<file path="config.mk">
export PLATFORM = sky130hd
export DESIGN_NAME = yuv411_demux
export DESIGN_NICKNAME = d
export VERILOG_FILES = /design/src/rtl/yuv411_pkg.sv /design/src/rtl/yuv411_phase_ctr.sv /design/src/rtl/yuv411_chroma_asm.sv /design/src/rtl/yuv411_luma_gather.sv /design/src/rtl/yuv411_demux.sv
export SDC_FILE = /design/constraint.sdc
export NUM_CORES = 1
export LEC_CHECK = 0
export BUFFER_PORTS_ARGS = -buffer_cell sky130_fd_sc_hd__clkbuf_2
export CORE_ASPECT_RATIO = 2
export CORE_MARGIN = 2
export CORE_UTILIZATION = 50
export DETAILED_ROUTE_END_ITERATION = 10
export PLACE_DENSITY = 0.85
export SKIP_CTS_REPAIR_TIMING = 1
export SYNTH_ARGS = -nofsm -noshare
export SYNTH_HDL_FRONTEND = slang
export SYNTH_SLANG_ARGS = --single-unit
</file>
<file path="constraint.sdc">
create_clock -name clk_i -period 1.5 [get_ports clk_i]
set_clock_uncertainty 0.15 [all_clocks]
set_input_delay 0.075 -clock clk_i [delete_from_list [all_inputs] [get_ports clk_i]]
set_output_delay 0.075 -clock clk_i [all_outputs]
set_load 0.05 [all_outputs]
</file>
<file path="src/rtl/yuv411_pkg.sv">
package yuv411_pkg;
  localparam int unsigned LUMA_W   = 8;
  localparam int unsigned CHROMA_W = 8;
  localparam int unsigned PHASES   = 4;
  localparam int unsigned PAIR_W   = CHROMA_W / PHASES;
  localparam int unsigned PIN_W    = 2 * PAIR_W;
  localparam int unsigned PH_W     = $clog2(PHASES);
endpackage

</file>
<file path="src/rtl/yuv411_phase_ctr.sv">
module yuv411_phase_ctr
  import yuv411_pkg::*;
(
  input  logic            clk_i,
  input  logic            rst_ni,
  input  logic            win_i,
  output logic [PH_W-1:0] phase_o,
  output logic            last_o
);
  localparam logic [PH_W-1:0] LAST = PH_W'(PHASES - 1);

  logic [PH_W-1:0] cnt_q;

  // cnt_q is the phase of the sample on the current clock
  always_ff @(posedge clk_i or negedge rst_ni) begin
    if (!rst_ni)                   cnt_q <= '0;
    else if (!win_i)               cnt_q <= '0;
    else if (cnt_q == LAST)        cnt_q <= '0;
    else                           cnt_q <= cnt_q + 1'b1;
  end

  assign phase_o = cnt_q;
  assign last_o  = win_i && (cnt_q == LAST);

  // a closed window restarts the group at phase 0
  a_r2_restart: assert property (@(posedge clk_i) disable iff (!rst_ni)
    !win_i |=> cnt_q == '0);
  // inside a window the phase advances and does not drop back early
  a_r2_advance: assert property (@(posedge clk_i) disable iff (!rst_ni)
    (win_i && cnt_q != LAST) |=> cnt_q != '0);
endmodule

</file>
<file path="src/rtl/yuv411_chroma_asm.sv">
module yuv411_chroma_asm
  import yuv411_pkg::*;
(
  input  logic                clk_i,
  input  logic                rst_ni,
  input  logic                take_i,
  input  logic                first_i,
  input  logic [PAIR_W-1:0]   pair_i,
  output logic [CHROMA_W-1:0] word_o
);
  logic [CHROMA_W-PAIR_W-1:0] acc_q;

  always_ff @(posedge clk_i or negedge rst_ni) begin
    if (!rst_ni)      acc_q <= '0;
    else if (take_i)
      acc_q <= first_i ? {{(CHROMA_W-2*PAIR_W){1'b0}}, pair_i}
                       : {acc_q[CHROMA_W-2*PAIR_W-1:0], pair_i};
  end

  // MSB pair first; the final pair completes the word combinationally
  assign word_o = {acc_q, pair_i};
endmodule

</file>
<file path="src/rtl/yuv411_luma_gather.sv">
module yuv411_luma_gather
  import yuv411_pkg::*;
(
  input  logic                     clk_i,
  input  logic                     rst_ni,
  input  logic                     take_i,
  input  logic [PH_W-1:0]          phase_i,
  input  logic [LUMA_W-1:0]        luma_i,
  output logic [PHASES*LUMA_W-1:0] group_o
);
  logic [LUMA_W-1:0] slot_q [PHASES-1];

  for (genvar k = 0; k < PHASES - 1; k++) begin : g_slot
    always_ff @(posedge clk_i or negedge rst_ni) begin
      if (!rst_ni)                              slot_q[k] <= '0;
      else if (take_i && phase_i == PH_W'(k))   slot_q[k] <= luma_i;
    end
    assign group_o[k*LUMA_W +: LUMA_W] = slot_q[k];
  end

  assign group_o[(PHASES-1)*LUMA_W +: LUMA_W] = luma_i;
endmodule

</file>
<file path="src/rtl/yuv411_demux.sv">
module yuv411_demux
  import yuv411_pkg::*;
(
  input  logic                     clk_i,
  input  logic                     rst_ni,
  input  logic                     win_i,
  input  logic [LUMA_W-1:0]        luma_i,
  input  logic [PIN_W-1:0]         chroma_i,
  input  logic                     uv_inv_i,
  output logic                     valid_o,
  output logic [PHASES*LUMA_W-1:0] y_o,
  output logic [CHROMA_W-1:0]      u_o,
  output logic [CHROMA_W-1:0]      v_o
);
  logic [PH_W-1:0]          phase;
  logic                     last;
  logic [PHASES*LUMA_W-1:0] y_grp;
  logic [CHROMA_W-1:0]      u_word, v_word;
  logic [CHROMA_W-1:0]      inv_mask;

  yuv411_phase_ctr u_phase (
    .clk_i, .rst_ni, .win_i, .phase_o(phase), .last_o(last)
  );

  yuv411_luma_gather u_luma (
    .clk_i, .rst_ni, .take_i(win_i), .phase_i(phase),
    .luma_i, .group_o(y_grp)
  );

  // U on the upper pin pair, V on the lower
  yuv411_chroma_asm u_cu (
    .clk_i, .rst_ni, .take_i(win_i), .first_i(phase == '0),
    .pair_i(chroma_i[PIN_W-1 -: PAIR_W]), .word_o(u_word)
  );
  yuv411_chroma_asm u_cv (
    .clk_i, .rst_ni, .take_i(win_i), .first_i(phase == '0),
    .pair_i(chroma_i[PAIR_W-1:0]), .word_o(v_word)
  );

  assign inv_mask = {CHROMA_W{uv_inv_i}};

  always_ff @(posedge clk_i or negedge rst_ni) begin
    if (!rst_ni) begin
      valid_o <= 1'b0;
      y_o     <= '0;
      u_o     <= '0;
      v_o     <= '0;
    end else begin
      valid_o <= last;
      if (last) begin
        y_o <= y_grp;
        u_o <= u_word ^ inv_mask;
        v_o <= v_word ^ inv_mask;
      end
    end
  end

  // strobe lasts a single cycle
  a_r5_single_pulse: assert property (@(posedge clk_i) disable iff (!rst_ni)
    valid_o |=> !valid_o);
  // no strobe unless the previous clock was inside the window
  a_r7_needs_window: assert property (@(posedge clk_i) disable iff (!rst_ni)
    valid_o |-> $past(win_i));
  // outputs hold between strobes
  a_r8_hold: assert property (@(posedge clk_i) disable iff (!rst_ni)
    !valid_o |-> ($stable(y_o) && $stable(u_o) && $stable(v_o)));
  // a strobe needs four consecutive window clocks
  a_r2_full_group: assert property (@(posedge clk_i) disable iff (!rst_ni)
    valid_o |-> ($past(win_i, 2) && $past(win_i, 3) && $past(win_i, 4)));
endmodule

</file>
# == Word-level counts from Yosys, hierarchy flattened ==
# Index checks and enable logic that the tools add are counted.
# word_totals
reg_bits,87
inputBits,16
out_inout_bits,49
elab_cells,25
# classes
n_addsub,1
n_eq_ne,3
n_mux,4
bitwise_logic,2
reduce_logical,5
# ops
operator,n
$xor 8x8->8,2
$mux 6,2
$eq 2x2->1 const B,2
$logic_and 1x1->1,4
$mux 2,2
$add 2x1->2 const B,1
$eq 2x1->1 const B,1
$logic_not 2->1,1

# == Depth between registers and ports, before layout ==
# logic_depth
ltp_word,3
ltp_mapped,7
depth_no_buf,4

# == Hierarchy ==
# A second synthesis with hierarchy kept.
# hier_totals
hier_cells,250
area_unflattened_um2,3677.3
# by_module_without_submodules
module,instances,cells_per_inst,area_each_um2,seq_area_each_um2
yuv411_demux,1,139,2073.2,1226.2
yuv411_luma_gather,1,59,972.2,600.6
yuv411_chroma_asm,2,23,271.5,150.1
yuv411_phase_ctr,1,6,88.8,50.0

# == Worst setup path before layout ==
# No wires, ideal clock.
# synth_path
kind,flip-flop to flip-flop
startpoint,register u_phase.cnt_q[0] (netlist: u_phase.phase_o[0])
endpoint,register y_o[10]
setup_time_ns,0.125
arrival_ns,1.282
required_time_ns,1.225
path_slack_ns,-0.057
stages_incl_launch_ff,7
path_buffers,2
synth_period_minus_slack_ns,1.557
path_cell_list,dfrtp_1 -> ha_1 -> buf_6 -> nand2_8 -> inv_6 -> buf_12 -> mux2_4
# synth_via
elab_chain_len,2
# synth_rtl
item,line,rtl
"start, declared",yuv411_phase_ctr.sv:12,logic [PH_W-1:0] cnt_q;
"start signal, assigned",yuv411_phase_ctr.sv:19,else cnt_q <= cnt_q + 1'b1;
$eq 2x2->1,yuv411_phase_ctr.sv:23,assign last_o = win_i && (cnt_q == LAST);
$logic_and 1x1->1,yuv411_phase_ctr.sv:23,
"end signal, assigned",yuv411_demux.sv:51,y_o <= y_grp;
"end, declared",yuv411_demux.sv:11,"output logic [PHASES*LUMA_W-1:0] y_o,"
# Every way passes these cells.
# A chain may end at the register's enable or synchronous reset.

# == Worst setup path after layout ==
# layout_path
startpoint,register u_phase.cnt_q[1] (netlist: u_phase.phase_o[1])
endpoint,register y_o[13]
# Same word-level chain as after synthesis.

==> reports/metrics.cfg <==
[cells_and_area]
syn_to_final_growth_pct = 28.9
layout.nets = 359
fin_util = 0.667
insertedDiodeCount = 0
drive_gt1_frac = 0.500

[synth]
ys_warn_count = 0
seq_area_frac_synth = 0.602
syn-num-nets = 265
synth_cell_types = 18
syn-cell-area_sq_um = 3620
syn_inst = 245
ys_ff_latch = 87
avgSynthCellArea_sq_um = 14.8

[job]
maxCapViolCount = 0

[floorplanning]
ios = 65
core_area_sq_um = 6990
initial_core_util = 0.517
dieArea_sq_um = 7970
die_h_microns = 124
die_w_microns = 64.2
rows = 43

[worst_setup_path]
cp_max_fo = 20
r2r-end = y_o[13]
rr_startpoint = u_phase.phase_o[1]
worstSetupStartpointType = flip-flop
worstPathRequired_ps = 1570
worstSetupEndpointType = flip-flop
path_class = reg -> reg
worstPathArrival_ps = 1580
r2r_slack_ps = -10
reg2reg_depth = 5

[timing]
fmax_ghz = 0.661
fin_crit_sh = 1.01
setup_viol_count_final = 3
fin_setup_tns_ps = -15.3
rsz0062_at_grt = true
drv_slew = 0
hold_viol = 0
relSlewSlack = 0.653
worstMarginPinSlew_ps = 520
post-route-worst-setup-slack_ps = -12.2
whs_ps = 62.3
post-route-min-period_ps = 1510

[clock_tree]
clock_latency_ps = 330
numCtsBuffers = 9
cts.reportedPaths.clkPinSlew_ps = 60
cts_tree = built
clock_sinks = 87
root_buffer = clkbuf_16
cts_buffer_depth = 2
cts_max_level = 3

[power]
power_density_nw_per_um2 = 2260
power.total_w = 0.0105
peakVddDrop_mv = 1.39
p_leak_nw = 2.19

[place]
place_ws_ps = -118
dpl.hpwl_microns = 4940
io_buffers = 64
gp_congestion = 0.757

[drt]
first_iter_violations = 107
via_per_inst = 5.12
vias = 2221
first_pass_iters = 4
drc_errors = 0
ant_nets = 0
routed_wl_microns = 7360
wl_per_cell_microns = 17.0

[status]
status = complete, but fails checks
violations = setup timing

[grt]
antenna_found_initial = 0
grt_max_degree = 34
grt_pass1_wl_microns = 11500
track_usage = 0.190
grt_pass1_vias = 2318
gr-total-overflow = 0

[hold_path]
hp-class = in -> async

[Yosys cell counts]
master    number  share of area
buf_4          4         0.0083
and2_1         1         0.0017
buf_12         2          0.011
inv_6          1         0.0024
mux2_2        38           0.12
xnor2_1       16          0.039
dfrtp_1       87           0.60
buf_6          5          0.016
o21ai_0        8          0.011
nand3b_1       8          0.017
clkbuf_1       2         0.0021
nand2_2        3         0.0052
ha_1           4          0.014
nand2_8        1         0.0055
mux2_4        22          0.091
a21oi_1       32          0.044
inv_1         10          0.010
nor3b_1        1         0.0021
[routing by layer]
layer | track usage | wire length [microns] | vias to the layer above
met5 | 0 | 0 | -
met4 | 0.0864 | 189 | 0
met3 | 0.0425 | 217 | 14
met2 | 0.338 | 4210 | 42
met1 | 0.212 | 2740 | 1139
li1 | - | - | 1026
[worst max path at each step]
| stage | depth (start not counted) | end | from | slack [ps] |
|---|---|---|---|---|
| after floorplan | 6 | y_o[10] | u_phase.phase_o[0] | -30 |
| after global placement | 4 | u_luma.group_o[14] | u_phase.phase_o[0] | -40 |
| after detailed placement | 5 | y_o[13] | u_phase.phase_o[0] | -120 |
| after CTS | 5 | y_o[13] | u_phase.phase_o[0] | -140 |
| after global routing | 5 | y_o[13] | u_phase.phase_o[1] | -20 |
| final | 5 | y_o[13] | u_phase.phase_o[1] | -10 |
[layout by cell type, fill, tap and decap left out, drive strengths merged]
cell type / instances
a21oi: 32
and2: 1
buf: 20
bufinv: 2
clkbuf: 73
clkinv: 2
clkinvlp: 2
dfrtp: 87
dlygate4sd3: 13
ha: 4
inv: 11
mux2: 60
nand2: 4
nand3b: 8
nor3b: 1
o21ai: 8
xnor2: 16
[report_power, final]
part	switching, W	internal, W	total, W
Clock	0.000870	0.00145	0.00232
Sequential	0.000547	0.00325	0.00379
Combinational	0.00304	0.00138	0.00442
Total	0.00446	0.00607	0.0105
[sequential cells by signal (all words and copies together), names as in the netlist]
name,flops
u_cv.acc_q,6
u_cu.acc_q,6
u_luma.group_o,24
valid_o,1
u_phase.phase_o,2
u_o,8
y_o,32
v_o,8
[layout make-up]
class / count / area, sq um
sequential: 87 / 2180
multi-input combinational: 134 / 1360
fill: 537 / 2330
timing repair buffer: 96 / 637
inverter: 11 / 57.6
tap: 90 / 113
clock inverter: 6 / 85.1
clock buffer: 10 / 229
[through the flow]
step / instance area [sq um] / instances
floorplan: 3620 / 245
global placement: 4110 / 405
detailed placement: 4110 / 405
CTS: 4420 / 421
global route: 4660 / 434
finish: 4660 / 434
[logic make-up after synthesis]
logic type,after synthesis,synth area share
compound gates,40,0.0553
buf+inv,24,0.0498
flops,87,0.602
xor+xnor,16,0.0387
mux,60,0.210
fa+ha+maj,4,0.0138
simple gates,14,0.0311
[critical path, cell delays in order, from the launching register on]
cell	delay, ps
dfrtp_2	440
ha_4	190
nand2_8	90
inv_16	60
buf_4	150
mux2_4	290
Power figures use the tool's default switching activity.
